--- src/rtl/intr_seq_pkg.sv ---
package intr_seq_pkg;
  typedef enum logic [1:0] {SQ_IDLE, SQ_ENTRY, SQ_RET} seq_state_t;
  localparam int ENTRY_LEN = 8;
  localparam int RET_LEN   = 4;
  localparam int CNT_W     = 3;
endpackage

--- src/rtl/irq_latch_bank.sv ---
module irq_latch_bank #(
  parameter int N_SRC = 8
) (
  input  logic             clk,
  input  logic             rst_n,
  input  logic [N_SRC-1:0] set_i,
  input  logic [N_SRC-1:0] sw_clr_i,
  input  logic [N_SRC-1:0] acc_clr_i,
  output logic [N_SRC-1:0] pend_o
);
  logic [N_SRC-1:0] lat_q;

  always_ff @(posedge clk) begin
    if (!rst_n) lat_q <= '0;
    else        lat_q <= (lat_q & ~sw_clr_i & ~acc_clr_i) | set_i;
  end

  assign pend_o = lat_q;


  req_sets_latch_chk: assert property (@(posedge clk) disable iff (!rst_n)
    (|set_i) |=> ((lat_q & $past(set_i)) == $past(set_i)));
endmodule

--- src/rtl/irq_prio_pick.sv ---
module irq_prio_pick #(
  parameter int N_SRC = 8,
  localparam int IDW = $clog2(N_SRC)
) (
  input  logic [N_SRC-1:0] pend_i,
  input  logic             imf_i,
  input  logic             nmi_blk_i,
  output logic             any_o,
  output logic [IDW-1:0]   id_o,
  output logic [N_SRC-1:0] grant_o
);
  logic [N_SRC-1:0] elig;

  assign elig = pend_i & {{(N_SRC-1){imf_i}}, ~nmi_blk_i};

  always_comb begin
    id_o    = '0;
    grant_o = '0;
    for (int i = N_SRC - 1; i >= 0; i--) begin
      if (elig[i]) id_o = IDW'(i);
    end
    any_o = |elig;
    if (any_o) grant_o[id_o] = 1'b1;
  end


  always_comb begin
    one_grant_chk: assert ($onehot0(grant_o) && ((grant_o & ~elig) == '0));
  end
endmodule

--- src/rtl/intr_accept_seq.sv ---
module intr_accept_seq
  import intr_seq_pkg::*;
#(
  parameter int          N_SRC    = 8,
  parameter logic [15:0] VEC_BASE = 16'hFFF0,
  parameter int          IMF_BIT  = 7,
  localparam int IDW = $clog2(N_SRC)
) (
  input  logic             clk,
  input  logic             rst_n,
  input  logic [N_SRC-1:0] irq_req,
  input  logic [N_SRC-1:0] irq_clr,
  output logic [N_SRC-1:0] irq_pend,
  input  logic             insn_done,
  input  logic             ret_go,
  input  logic             ret_nmi,
  output logic [15:0]      mem_addr,
  output logic             mem_we,
  output logic             mem_re,
  output logic [7:0]       mem_wdata,
  input  logic [7:0]       mem_rdata,
  input  logic             pc_load,
  input  logic [15:0]      pc_wdata,
  output logic [15:0]      pc_q,
  input  logic             sp_load,
  input  logic [15:0]      sp_wdata,
  output logic [15:0]      sp_q,
  input  logic             st_load,
  input  logic [7:0]       st_wdata,
  output logic [7:0]       st_q,
  output logic             seq_busy,
  output logic             nmi_active
);
  seq_state_t       state;
  logic [CNT_W-1:0] cnt;
  logic [IDW-1:0]   id_q;
  logic [7:0]       st_save, lo_q, hi_q;
  logic [15:0]      pc_r, sp_r, vec_lo;
  logic [7:0]       psw_r;
  logic             nmi_r, ret_kind_q;

  logic             pick_any;
  logic [IDW-1:0]   pick_id;
  logic [N_SRC-1:0] pick_grant, acc_clr;
  logic             idle, accept, rstart;

  irq_latch_bank #(.N_SRC(N_SRC)) u_lat (
    .clk(clk), .rst_n(rst_n), .set_i(irq_req), .sw_clr_i(irq_clr),
    .acc_clr_i(acc_clr), .pend_o(irq_pend)
  );

  irq_prio_pick #(.N_SRC(N_SRC)) u_pick (
    .pend_i(irq_pend), .imf_i(psw_r[IMF_BIT]), .nmi_blk_i(nmi_r),
    .any_o(pick_any), .id_o(pick_id), .grant_o(pick_grant)
  );

  assign idle    = (state == SQ_IDLE);
  assign rstart  = idle && ret_go;
  assign accept  = idle && insn_done && pick_any && !ret_go;
  assign acc_clr = accept ? pick_grant : '0;
  assign vec_lo  = VEC_BASE + (16'(id_q) << 1);

  always_comb begin
    mem_we    = 1'b0;
    mem_re    = 1'b0;
    mem_addr  = '0;
    mem_wdata = '0;
    if (state == SQ_ENTRY) begin
      case (cnt)
        3'd0: begin mem_we = 1'b1; mem_addr = sp_r;          mem_wdata = st_save;    end
        3'd1: begin mem_we = 1'b1; mem_addr = sp_r - 16'd1;  mem_wdata = pc_r[15:8]; end
        3'd2: begin mem_we = 1'b1; mem_addr = sp_r - 16'd2;  mem_wdata = pc_r[7:0];  end
        3'd3: begin mem_re = 1'b1; mem_addr = vec_lo;                                 end
        3'd4: begin mem_re = 1'b1; mem_addr = vec_lo + 16'd1;                         end
        default: ;
      endcase
    end else if (state == SQ_RET) begin
      case (cnt)
        3'd0: begin mem_re = 1'b1; mem_addr = sp_r + 16'd1; end
        3'd1: begin mem_re = 1'b1; mem_addr = sp_r + 16'd2; end
        3'd2: begin mem_re = 1'b1; mem_addr = sp_r + 16'd3; end
        default: ;
      endcase
    end
  end

  always_ff @(posedge clk) begin
    if (!rst_n) begin
      state <= SQ_IDLE;  cnt <= '0;  id_q <= '0;
      st_save <= '0;  lo_q <= '0;  hi_q <= '0;
      pc_r <= '0;  sp_r <= '0;  psw_r <= '0;
      nmi_r <= 1'b0;  ret_kind_q <= 1'b0;
    end else begin
      case (state)
        SQ_IDLE: begin
          cnt <= '0;
          if (rstart) begin
            state      <= SQ_RET;
            ret_kind_q <= ret_nmi;
          end else if (accept) begin
            state          <= SQ_ENTRY;
            id_q           <= pick_id;
            st_save        <= psw_r;
            psw_r[IMF_BIT] <= 1'b0;
            if (pick_grant[0]) nmi_r <= 1'b1;
          end else begin
            if (pc_load) pc_r  <= pc_wdata;
            if (sp_load) sp_r  <= sp_wdata;
            if (st_load) psw_r <= st_wdata;
          end
        end
        SQ_ENTRY: begin
          cnt <= cnt + 1'b1;
          if (cnt == 3'd2) sp_r <= sp_r - 16'd3;
          if (cnt == 3'd4) lo_q <= mem_rdata;
          if (cnt == 3'd5) pc_r <= {mem_rdata, lo_q};
          if (cnt == CNT_W'(ENTRY_LEN - 1)) state <= SQ_IDLE;
        end
        SQ_RET: begin
          cnt <= cnt + 1'b1;
          if (cnt == 3'd1) lo_q <= mem_rdata;
          if (cnt == 3'd2) hi_q <= mem_rdata;
          if (cnt == CNT_W'(RET_LEN - 1)) begin
            pc_r  <= {hi_q, lo_q};
            psw_r <= mem_rdata;
            sp_r  <= sp_r + 16'd3;
            if (ret_kind_q) nmi_r <= 1'b0;
            state <= SQ_IDLE;
          end
        end
        default: state <= SQ_IDLE;
      endcase
    end
  end

  assign pc_q       = pc_r;
  assign sp_q       = sp_r;
  assign st_q       = psw_r;
  assign seq_busy   = !idle;
  assign nmi_active = nmi_r;


  start_needs_strobe_chk: assert property (@(posedge clk) disable iff (!rst_n)
    $rose(seq_busy) |-> $past(insn_done || ret_go));

  imf_off_in_entry_chk: assert property (@(posedge clk) disable iff (!rst_n)
    accept |=> (seq_busy && !st_q[IMF_BIT]));

  push_sp_drop_chk: assert property (@(posedge clk) disable iff (!rst_n)
    (state == SQ_ENTRY && cnt == 3'd2) |=> (sp_q == $past(sp_q) - 16'd3));

  pop_sp_rise_chk: assert property (@(posedge clk) disable iff (!rst_n)
    (state == SQ_RET && cnt == 3'd3) |=> (sp_q == $past(sp_q) + 16'd3));

  one_access_chk: assert property (@(posedge clk) disable iff (!rst_n)
    !(mem_we && mem_re));
endmodule

--- config.mk ---
export PLATFORM = sky130hd
export DESIGN_NAME = intr_accept_seq
export DESIGN_NICKNAME = d
export VERILOG_FILES = /design/src/rtl/intr_seq_pkg.sv /design/src/rtl/irq_latch_bank.sv /design/src/rtl/irq_prio_pick.sv /design/src/rtl/intr_accept_seq.sv
export SDC_FILE = /design/constraint.sdc
export NUM_CORES = 1
export LEC_CHECK = 0
export ABC_AREA = 0
export CAP_MARGIN = 20
export CORE_ASPECT_RATIO = 1.1
export CORE_MARGIN = 2
export CORE_UTILIZATION = 25
export CTS_CLUSTER_DIAMETER = 100
export DETAILED_ROUTE_END_ITERATION = 10
export GPL_TIMING_DRIVEN = 0
export PLACE_DENSITY = 0.56
export REMOVE_ABC_BUFFERS = 1
export SLEW_MARGIN = 20
export SYNTH_ARGS = -nofsm -noshare
export SYNTH_HDL_FRONTEND = slang
export SYNTH_SLANG_ARGS = --single-unit
--- constraint.sdc ---
create_clock -name clk -period 5.8 [get_ports clk]
set_input_delay 0.58 -clock clk [delete_from_list [all_inputs] [get_ports clk]]
set_output_delay 0.58 -clock clk [all_outputs]
set_load 0.005 [all_outputs]
==> impl_summary.txt, run 1 <==
----------------------------------------------------
[Critical path]
  Delay contributed by the slowest stage of the critical path ... ~0.90 ns
  Number of buffers and inverters on the critical path ... 1
  Logic depth of the worst register-to-register path ... 6
  Delay-heaviest family, CP ... simple AND/OR/NAND/NOR gates
  Arrival time at the worst endpoint ... 4.07 ns
  Crit path launch ... sp_q[3]
  Critical path endpoint ... mem_addr[14]
  Startpoint Class ... flop
  Cells along the critical path ... nor4_2, nand2_1, nor4_1, a31oi_1, a311oi_1, o22ai_1, clkdlybuf4s50_1
  Flop2flop setup slack ... roughly 1.9 ns
  Launch instance of the worst register-to-register path ... state[1]
  Critical path capture point type ... primary output
  Worst endpoint required time ... about 5.2 ns
  Stages on worst setup path ... 7
  FF-to-FF End ... sp_q[0]
  Peak fanout along the critical path ... 26
  CP max-delay cell ... sky130_fd_sc_hd__nor4_2
  Critical path class ... flop to primary output

[CTS]
  Post CTS Setup Buffer Count ... 0
  Clk Latency, worst-skew pair ... approximately 0.35 ns
  Clk pin slew, worst setup/hold paths ... 0.06 ns
  Hold_buf cts ... 0
  Total clock buffers created by CTS ... 9
  CTS H-Tree Depth ... 3
  Clock tree from TritonCTS ... built
  Max Root-Sink Buffers ... 2
  # clock sinks ... between 80 and 90
  Library cell used as clock root buffer ... sky130_fd_sc_hd__clkbuf_16
  Post-CTS resize count ... 0

[STA]
  Slew at the pin closest to its max-slew limit ... approximately 1.1 ns
  Worst hold slack ... 0.4599 ns
  Setup TNS ... 0 ns
  Max-slew violation total from the final report ... 0
  Share of the clock period used by the worst path ... 0.8013
  Highest clock rate ... 215.2 MHz
  Final-report setup violation count ... 0
  Setup slack after layout ... approximately 1.2 ns
  Unrepaired setup endpoints after global routing ... no
  Shortest period the worst path allows ... about 4.6 ns
  Skew final ... between 0.005 and 0.006 ns
  Final hold violations ... 0
  Worst slew margin ... 0.2853

[Routing]
  Number of vias in the routed layout ... 7014
  DRC violation count after routing ... 0
  Number of optimization iterations in the first detailed-route pass ... 5
  Detailed router's first-iteration violation count ... around 430
  Average wire length per cell after detail routing ... 19.68 um
  Routed WL ... 24.74 mm
  Post-DR vias/cell ... around 5.6
  Number of nets with antenna violations after detailed routing ... 0

[Synth]
  Synth top area cells ... sky130_fd_sc_hd__dfxtp_1, sky130_fd_sc_hd__nand2_1, sky130_fd_sc_hd__a21oi_1
  Post-synth ARST share ... 0
  Count of synthesis-stage warnings from yosys ... 0
  Post-Synthesis Cells ... between 800 and 900
  Flip-flop and latch count after synthesis ... 82
  Top_reg_cell synth ... sky130_fd_sc_hd__dfxtp_1
  Average instance area after synthesis ... ~7.3 um^2
  Cell area after synthesis ... 0.006257 mm^2
  Unique cell type count in the Yosys netlist ... 70
  Yosys top cell area share ... 0.2623
  EDFF count, synth ... 0
  Cell taking the most area after synthesis ... sky130_fd_sc_hd__dfxtp_1
  Register area share after synthesis ... 0.2623

[GRT]
  Global-route wire length before repair ... 38.36 mm
  Pin count of the biggest net entering global routing ... between 50 and 60
  GRT Residual Overflow ... 0
  Antenna violations before repair ... 1
  Overall track demand over capacity in global routing ... 0.1848
  Number of global-route vias before repair ... around 6600

[Power]
  Total chip power ... 2.898 mW
  Power per cell area ... 350.7 mW/mm^2
  Max rail drop VDD ... between 0.15 and 0.2 mV
  LEAKAGE ... just under 3 nW

[Floorplanning]
  Total core area ... between 0.02 and 0.025 mm^2
  X dimension of the die ... 154.8 um
  I/O pins ... between 100 and 150
  Initial cell density of the core ... 0.2549
  Die ar. ... 0.02631 mm^2
  Row cnt ... 60
  Die height ... approximately 170 um

[Placement]
  Post-place setup slack ... between 1.5 and 2 ns
  Final weighted congestion in routability-driven placement ... between 0.9 and 1
  Placed wire-length estimate after detailed placement ... ~17 mm
  Count of port buffers added during placement ... 147

[Finish]
  Final layout net count ... 1033
  Antenna fix cells ... 0
  Fraction of final layout cells with drive strength greater than 1 ... 0.04963
  Post-layout utilization of the core ... 0.3366
  Area added between synthesis and finish ... 32.07%

[Flow run]
  Max Cap Violations ... 0

[Min path]
  Critical hold path startpoint ... st_save[0]
  Hold Crit Class ... flop to flop

[Status]
  Run status ... complete, no violations

----------------------------------------------------
## cells by family (layout without fill, tap and decap cells)
logic type	after synthesis	count (layout)	synth area share
adder cells (fa/ha/maj)	18	18	0.03599
multiplexers	24	24	0.03839
XOR/XNOR	23	23	0.03219
buffers and inverters	103	196	0.06379
AO/OA/AOI/OAI	303	303	0.3339
AND/OR/NAND/NOR	301	301	0.2334
flip-flops	82	82	0.2623
## layer usage
layer / vias to the layer above / track usage / part of all wire
li1: 3335 / - / -
met1: 3335 / 0.2371 / 0.43
met2: 304 / 0.3063 / 0.47
met3: 38 / 0.03998 / 0.075
met4: 2 / 0.06522 / 0.025
met5: - / 0 / 0.00065
## cell usage after synthesis (10+ instances only)
master / instances
sky130_fd_sc_hd__nor2b_1: 27
sky130_fd_sc_hd__o211a_1: 16
sky130_fd_sc_hd__o21ai_0: 48
sky130_fd_sc_hd__ha_1: 18
sky130_fd_sc_hd__nor2_1: 56
sky130_fd_sc_hd__dfxtp_1: 82
sky130_fd_sc_hd__inv_1: 23
sky130_fd_sc_hd__xnor2_1: 15
sky130_fd_sc_hd__nor3_1: 24
sky130_fd_sc_hd__o22ai_1: 21
sky130_fd_sc_hd__nand2_1: 102
sky130_fd_sc_hd__clkbuf_1: 65
sky130_fd_sc_hd__a21oi_1: 73
sky130_fd_sc_hd__a31oi_1: 12
sky130_fd_sc_hd__a22oi_1: 26
sky130_fd_sc_hd__mux2i_1: 24
sky130_fd_sc_hd__nand3_1: 36
sky130_fd_sc_hd__a21boi_0: 23
sky130_fd_sc_hd__o211ai_1: 12
sky130_fd_sc_hd__nor4_1: 10
sky130_fd_sc_hd__a221oi_1: 12
## sequential cells by signal, summed over array words and instances (netlist names)
name          count
cnt               3
hi_q              8
id_q              3
lo_q              8
nmi_active        1
pc_q             16
ret_kind_q        1
sp_q             16
st_q              8
st_save           8
state             2
u_lat.pend_o      8
## stage by stage
stage,cell area (um^2),cells
5_1_grt,8264,1257
2_1_floorplan,5956,777
3_5_place_dp,7966,1241
6_report,8264,1257
4_1_cts,8253,1256
3_3_place_gp,7815,1234
## power by group
group          leakage [nW]  switching, mW  internal (mW)
clock network         0.132          0.246          0.333
registers             0.672          0.216          0.662
logic                  2.11          0.806          0.636
## cells in the final DEF (no fill, tap or decap), drive strengths merged, types with 15 or more instances in the layout
| cell | instances |
|---|---|
| clkdlybuf4s50 | 146 |
| nand2 | 102 |
| dfxtp | 82 |
| a21oi | 74 |
| nor2 | 56 |
| o21ai | 50 |
| nand3 | 36 |
| nor2b | 27 |
| a22oi | 26 |
| mux2i | 24 |
| inv | 24 |
| nor3 | 24 |
| a21boi | 24 |
| o22ai | 21 |
| ha | 18 |
| o211a | 16 |
| xnor2 | 15 |
## cell type report
class                      instances  area (um^2)
timing repair buffer             155         1582
tap                              310        387.9
inverter                          26        97.59
clock buffer                      11        232.7
clock inverter                     4        53.80
sequential                        82         1642
multi-input combinational        669         4269
fill                            2616        16280
## worst min-delay path by stage
stage | to | slack, ns | depth (start not counted)
after floorplan | ret_kind_q | 0.44 | 2
after global placement | ret_kind_q | 0.45 | 2
after detailed placement | ret_kind_q | 0.45 | 2
after CTS | ret_kind_q | 0.46 | 2
after global routing | st_save[6] | 0.49 | 2
final | st_save[0] | 0.46 | 2
## worst register-to-register path: cells and delay by family, from the launching register on
family	cells	cell delay, ns
compound gates	2	1.16
buf+inv	2	1.18
fa+ha+maj	1	0.83
simple gates	1	0.20
flops	1	0.43
Note: power is estimated with default switching activity, not from simulation.
==> inputs of run 2 (changes only) <==
==> constraint.sdc (replaced) <==
create_clock -name clk -period 4.45 [get_ports clk]
set_input_delay 0.445 -clock clk [delete_from_list [all_inputs] [get_ports clk]]
set_output_delay 0.445 -clock clk [all_outputs]
set_load 0.005 [all_outputs]
==> impl_summary.txt, run 2 (synthesis results as in run 1) <==
----------------------------------------------------
[STA]
  Worst slew margin ... 0.2827 (-0.002520)
  Final-report setup violation count ... 0 (unchanged)
  Skew final ... 0.005421 ns (-0.0002052 ns)
  Setup slack after layout ... 0.1305 ns (-1.022 ns)
  Final hold violations ... 0 (unchanged)
  Max-slew violation total from the final report ... 0 (unchanged)
  Highest clock rate ... approximately 230 MHz
  Share of the clock period used by the worst path ... 0.9707
  Setup TNS ... 0 ns (unchanged)
  Unrepaired setup endpoints after global routing ... no
  Shortest period the worst path allows ... about 4.3 ns
  Slew at the pin closest to its max-slew limit ... 1.066 ns (+0.0008003 ns)

[Placement]
  Count of port buffers added during placement ... 147 (unchanged)
  Area post-placement ... 0.007966 mm^2 (unchanged)
  Final weighted congestion in routability-driven placement ... 0.9203 (unchanged)
  Post-place setup slack ... 0.3587 ns (-1.215 ns)
  Placed wire-length estimate after detailed placement ... 17.31 mm (unchanged)

[Power]
  LEAKAGE ... 2.918 nW (+0.21%)
  Power per cell area ... 458.1 mW/mm^2 (+31%)
  Max rail drop VDD ... 0.1992 mV (+32%)

[Finish]
  Leading cell types in the layout, fill and taps excluded ... sky130_fd_sc_hd__clkdlybuf4s50_1, sky130_fd_sc_hd__nand2_1, sky130_fd_sc_hd__dfxtp_1, sky130_fd_sc_hd__a21oi_1, sky130_fd_sc_hd__nor2_1
  Most common library cell in the layout ignoring fill and taps ... sky130_fd_sc_hd__clkdlybuf4s50_1
  Fillers ... 2618 (+0.076%)
  Final layout net count ... 1033 (unchanged)
  Summed area of non-filler cells in the final layout ... 0.008280 mm^2 (+0.20%)
  Area added between synthesis and finish ... 32.33%
  Fraction of final layout cells with drive strength greater than 1 ... 0.05280 (+0.003168)
  Antenna fix cells ... 0 (unchanged)

[Routing]
  Number of optimization iterations in the first detailed-route pass ... 5 (unchanged)
  Post-DR vias/cell ... 5.566 (-0.24%)
  Detailed router's first-iteration violation count ... 522 (+20%)
  Routed length on met2 ... 11.58 mm (-0.36%)
  Uppermost layer routed ... met5
  Average wire length per cell after detail routing ... 19.76 um (+0.39%)
  Routed length on met1 ... 10.80 mm (+1.6%)
  Number of vias in the routed layout ... 6997 (-0.24%)
  Met3 wire len ... 1.818 mm (-1.7%)
  DRC violation count after routing ... 0 (unchanged)
  Routed WL ... 24.84 mm (+0.39%)
  Number of nets with antenna violations after detailed routing ... 0 (unchanged)

[CTS]
  Max Root-Sink Buffers ... 2 (unchanged)
  Clk pin slew, worst setup/hold paths ... 0.06 ns (about the same)
  Total clock buffers created by CTS ... 9 (unchanged)
  Library cell used as clock root buffer ... sky130_fd_sc_hd__clkbuf_16
  CTS H-Tree Depth ... 3 (unchanged)
  Hold_buf cts ... 0 (unchanged)
  Clk Latency, worst-skew pair ... 0.35 ns (about the same)
  Post CTS Setup Buffer Count ... 0 (unchanged)
  # clock sinks ... 82 (unchanged)
  Clock tree from TritonCTS ... built

[Critical path]
  Peak fanout along the critical path ... 26 (unchanged)
  Critical path capture point type ... primary output
  Flop2flop setup slack ... 0.60 ns (-1.32 ns)
  Startpoint Class ... flop
  CP max-delay cell ... sky130_fd_sc_hd__nor4_1
  FF-to-FF End ... sp_q[0]
  Critical path class ... flop to primary output
  Crit path launch ... sp_q[3]
  Arrival time at the worst endpoint ... 3.87 ns (-0.20 ns)
  Cells along the critical path ... nor4_4, nand2_1, nor4_1, a31oi_1, a311oi_1, o22ai_1, clkdlybuf4s50_1
  Logic depth of the worst register-to-register path ... 6 (unchanged)
  Launch instance of the worst register-to-register path ... state[1]
  Delay contributed by the slowest stage of the critical path ... 0.74 ns (-0.16 ns)
  Worst endpoint required time ... 4.01 ns (-1.21 ns)

[Floorplanning]
  X dimension of the die ... 154.8 um (unchanged)
  Die ar. ... 0.02631 mm^2 (unchanged)
  Total core area ... 0.02455 mm^2 (unchanged)
  I/O pins ... 148 (unchanged)
  Row cnt ... 60 (unchanged)
  Initial cell density of the core ... 0.2549 (unchanged)
  Die height ... 169.9 um (unchanged)

[Min path]
  Hold Crit Class ... flop to flop
  Critical hold path startpoint ... st_save[0]
  Endpoint, Worst Hold ... st_save[0]
  WHS Path Cells ... 2 (unchanged)

[GRT]
  Global-route wire length before repair ... 38.35 mm (about the same)
  Overall track demand over capacity in global routing ... 0.1848 (unchanged)
  GRT Residual Overflow ... 0 (unchanged)
  Pin count of the biggest net entering global routing ... 59 (unchanged)
  Number of global-route vias before repair ... 6592 (-0.015%)
  Antenna violations before repair ... 1 (unchanged)

[Flow run]
  Max Cap Violations ... 0 (unchanged)

[Status]
  Run status ... complete, no violations

----------------------------------------------------
-- run 2: cell count changes in the layout (fill, tap and decap cells not counted) --
cell,delta
sky130_fd_sc_hd__dfxtp_1,-2
sky130_fd_sc_hd__dfxtp_2,+2
sky130_fd_sc_hd__nor3_1,-1
sky130_fd_sc_hd__nor3_2,+1
sky130_fd_sc_hd__nor4_2,-1
sky130_fd_sc_hd__nor4_4,+1
-- run 2: metal layers --
metal  global-route usage  vias up
li1                     -     3333
met1               0.2371     3323
met2               0.3063      301
met3              0.03998       38
met4              0.06522        2
met5                    0        -
-- run 2: worst max-delay path by stage --
stage              endpoint  slack (ns)
2_1_floorplan      pc_q[10]        1.16
3_3_place_gp    mem_addr[3]       -0.95
3_5_place_dp   mem_addr[14]        0.36
4_1_cts        mem_addr[11]        0.14
5_1_grt        mem_addr[11]       0.006
6_report       mem_addr[14]        0.13
-- run 2: area by class of cell --
type                       instances  area (um^2)  area share
multi-input combinational        669         4283      0.5172
clock inverter                     4        53.80    0.006497
inverter                          26        97.59     0.01179
clock buffer                      11        232.7     0.02811
tap                              310        387.9     0.04684
sequential                        82         1644      0.1985
timing repair buffer             155         1582      0.1910
-- run 2: where the power goes --
| group | leakage, nW | total (mW) | internal [mW] | switching [mW] |
|---|---|---|---|---|
| sequential | 0.672 | 1.15 | 0.864 | 0.286 |
| combinational | 2.11 | 1.89 | 0.834 | 1.05 |
| clock | 0.132 | 0.755 | 0.434 | 0.321 |
-- run 2: stage by stage --
step / utilization / hold WS (ns) / power (mW) / std cells
after floorplan: - / 0.4389 / 2.163 / 777
after global placement: 0.3183 / 0.4499 / 2.963 / 1234
after detailed placement: 0.3245 / 0.4544 / 3.011 / 1241
after CTS: 0.3365 / 0.4630 / 3.787 / 1256
after global routing: 0.3373 / 0.4864 / 4.027 / 1257
final: 0.3373 / 0.4599 / 3.793 / 1257
-- run 2: critical path: cells and delay by family, from the launching register on --
| family | cells | cell delay, ns |
|---|---|---|
| DFF | 1 | 0.65 |
| AOI/OAI and AO/OA | 3 | 0.68 |
| and+or+nand+nor | 3 | 1.69 |
| buffers and inverters | 1 | 0.48 |
-- run 2: timing repair --
item                                    in CTS  in global routing
pin swaps                                    0                  0
gates cloned                                 0                  0
hold endpoints to repair                     0                  0
gates resized for setup                      1                  3
endpoints found under the setup margin       1                  6
==> inputs of run 3 (changes only) <==
==> constraint.sdc (replaced) <==
create_clock -name clk -period 4.6 [get_ports clk]
set_input_delay 0.46 -clock clk [delete_from_list [all_inputs] [get_ports clk]]
set_output_delay 0.46 -clock clk [all_outputs]
set_load 0.005 [all_outputs]
==> impl_summary.txt, run 3 (synthesis results as in run 1) <==
----------------------------------------------------
[Min path]
  Hold Crit Class ... flop to flop
  Critical hold path startpoint ... st_save[0]
  WHS Path Cells ... 2 (unchanged)

[Critical path]
  Flop2flop setup slack ... 0.77 ns (+0.17 ns)
  Number of buffers and inverters on the critical path ... 2 (+1)
  Critical path capture point type ... primary output
  Launch instance of the worst register-to-register path ... state[1]
  Crit path launch ... sp_q[2]
  Logic depth of the worst register-to-register path ... 6 (unchanged)
  Delay contributed by the slowest stage of the critical path ... 0.60 ns (-0.14 ns)
  Worst endpoint required time ... 4.14 ns (+0.13 ns)
  Stages on worst setup path ... 9 (+2)
  CP max-delay cell ... sky130_fd_sc_hd__dfxtp_1
  Peak fanout along the critical path ... 22 (-15%)
  Critical path class ... flop to primary output
  Cells along the critical path ... inv_1, ha_1, or3b_2, nor3_1, and3_1, nor3_1, a311o_1, o21ai_0, clkdlybuf4s50_1
  Top cell by count, worst path ... sky130_fd_sc_hd__nor3_1
  Arrival time at the worst endpoint ... 3.94 ns (+0.07 ns)
  Startpoint Class ... flop
  Delay-heaviest family, CP ... simple AND/OR/NAND/NOR gates

[Routing]
  Routed length on met2 ... 11.53 mm (-0.41%)
  Post-DR vias/cell ... 5.566 (unchanged)
  Met3 wire len ... 1.764 mm (-3.0%)
  Number of vias in the routed layout ... 6997 (unchanged)
  Routed WL ... 24.74 mm (-0.40%)
  Number of nets with antenna violations after detailed routing ... 0 (unchanged)
  Number of optimization iterations in the first detailed-route pass ... 5 (unchanged)
  DRC violation count after routing ... 0 (unchanged)
  Uppermost layer routed ... met5
  Detailed router's first-iteration violation count ... 455 (-13%)
  Average wire length per cell after detail routing ... 19.68 um (-0.40%)
  Routed length on met1 ... 10.76 mm (-0.35%)

[Power]
  Sw power ... 1.601 mW (-3.6%)
  Power per cell area ... 442.5 mW/mm^2 (-3.4%)
  Total chip power ... 3.661 mW (-3.5%)
  LEAKAGE ... 2.915 nW (about the same)
  Switch share ... 0.4374 (-0.0006399)
  Internal cell power ... 2.059 mW (-3.4%)
  Portion of total power attributed to combinational logic ... 0.497 (about the same)
  Power share of the sequential group ... 0.303 (about the same)
  Clock power frac ... 0.199 (about the same)
  Max rail drop VDD ... 0.1907 mV (-4.2%)

[CTS]
  Clock tree from TritonCTS ... built
  # clock sinks ... 82 (unchanged)
  Clk Latency, worst-skew pair ... 0.35 ns (about the same)
  Post CTS Setup Buffer Count ... 0 (unchanged)
  Clk pin slew, worst setup/hold paths ... 0.06 ns (about the same)
  Total clock buffers created by CTS ... 9 (unchanged)
  CTS H-Tree Depth ... 3 (unchanged)
  Max Root-Sink Buffers ... 2 (unchanged)
  Library cell used as clock root buffer ... sky130_fd_sc_hd__clkbuf_16

[Finish]
  Area added between synthesis and finish ... 32.21% (about the same)
  Post-layout utilization of the core ... 0.3370 (about the same)
  Final layout net count ... 1033 (unchanged)
  Final cell count without fillers ... 1257 (unchanged)
  Fraction of final layout cells with drive strength greater than 1 ... 0.04963 (-0.003168)
  Antenna fix cells ... 0 (unchanged)
  Leading cell types in the layout, fill and taps excluded ... sky130_fd_sc_hd__clkdlybuf4s50_1, sky130_fd_sc_hd__nand2_1, sky130_fd_sc_hd__dfxtp_1, sky130_fd_sc_hd__a21oi_1, sky130_fd_sc_hd__nor2_1
  Most common library cell in the layout ignoring fill and taps ... sky130_fd_sc_hd__clkdlybuf4s50_1

[STA]
  Highest clock rate ... about 230 MHz
  Final-report setup violation count ... 0 (unchanged)
  Slew at the pin closest to its max-slew limit ... 1.045 ns (-0.02144 ns)
  Share of the clock period used by the worst path ... 0.9565
  Skew final ... 0.005652 ns (+0.0002314 ns)
  Shortest period the worst path allows ... between 4 and 5 ns
  Worst slew margin ... 0.3025 (+0.01972)
  Unrepaired setup endpoints after global routing ... no
  Worst hold slack ... 0.4599 ns (-0.00004000 ns)
  Max-slew violation total from the final report ... 0 (unchanged)
  Final hold violations ... 0 (unchanged)
  Setup slack after layout ... 0.2002 ns (+0.06969 ns)

[GRT]
  Antenna violations before repair ... 1 (unchanged)
  Global-route wire length before repair ... 38.36 mm (about the same)
  Overall track demand over capacity in global routing ... 0.1848 (unchanged)
  Number of global-route vias before repair ... 6593 (+0.015%)
  GRT Residual Overflow ... 0 (unchanged)
  Pin count of the biggest net entering global routing ... 59 (unchanged)

[Floorplanning]
  X dimension of the die ... 154.8 um (unchanged)
  Initial cell density of the core ... 0.2549 (unchanged)
  Row cnt ... 60 (unchanged)
  I/O pins ... 148 (unchanged)
  Die height ... 169.9 um (unchanged)
  Die ar. ... 0.02631 mm^2 (unchanged)
  Total core area ... 0.02455 mm^2 (unchanged)

[Placement]
  Cells after DPL ... 1241 (unchanged)
  Post-place setup slack ... 0.4937 ns (+0.1350 ns)
  Count of port buffers added during placement ... 147 (unchanged)
  Placed wire-length estimate after detailed placement ... 17.31 mm (unchanged)
  Final weighted congestion in routability-driven placement ... 0.9203 (unchanged)

[Status]
  Run status ... complete, no violations

[Flow run]
  Max Cap Violations ... 0 (unchanged)

----------------------------------------------------
==> run 3: path summary, 6_finish.rpt <==
kind	end
max	mem_addr[11]
min	st_save[0]
max reg2reg	sp_q[0]
min reg2reg	st_save[0]
==> run 3: what timing repair did <==
action	4_1_cts	5_1_grt
endpoints found under the hold margin	0	0
setup endpoints to repair	0	2
gates resized for setup	0	1
hold buffers	0	0
==> run 3: power groups by stage <==
stage / clock [mW] / sequential, mW / combinational [mW]
floorplan: 0 / 1.04 / 1.05
detailed placement: 0 / 1.11 / 1.80
global route: 0.776 / 1.13 / 1.98
CTS: 0.750 / 1.10 / 1.81
finish: 0.730 / 1.11 / 1.82
global placement: 0 / 1.11 / 1.75
==> run 3: worst register-to-register path, cell delays in order, from the launching register on <==
cell and delay (ns):
sky130_fd_sc_hd__dfxtp_1 0.43, sky130_fd_sc_hd__inv_1 0.10, sky130_fd_sc_hd__ha_2 0.84, sky130_fd_sc_hd__clkinv_1 1.06, sky130_fd_sc_hd__a21oi_2 0.95, sky130_fd_sc_hd__a221oi_1 0.18, sky130_fd_sc_hd__nor3b_1 0.20
==> run 3: layout make-up <==
type,count,area [um^2]
flip-flops and latches,82,1642
repair buffers,155,1582
inverters,26,97.59
multi-input cells,669,4278
fillers,2616,16280
well taps,310,387.9
clock inverters,4,53.80
clock buffers,11,232.7
==> run 3: layer usage <==
layer,vias up,track usage
met5,-,0
met4,2,0.06522
met3,45,0.03998
met2,280,0.3063
met1,3336,0.2371
li1,3334,-
==> run 3: per-stage QoR <==
step                      area (um^2)  setup TNS (ns)
after floorplan                  5956               0
after global placement           7815          -21.03
after detailed placement         7966               0
after CTS                        8253               0
after global routing             8273               0
final                            8273               0
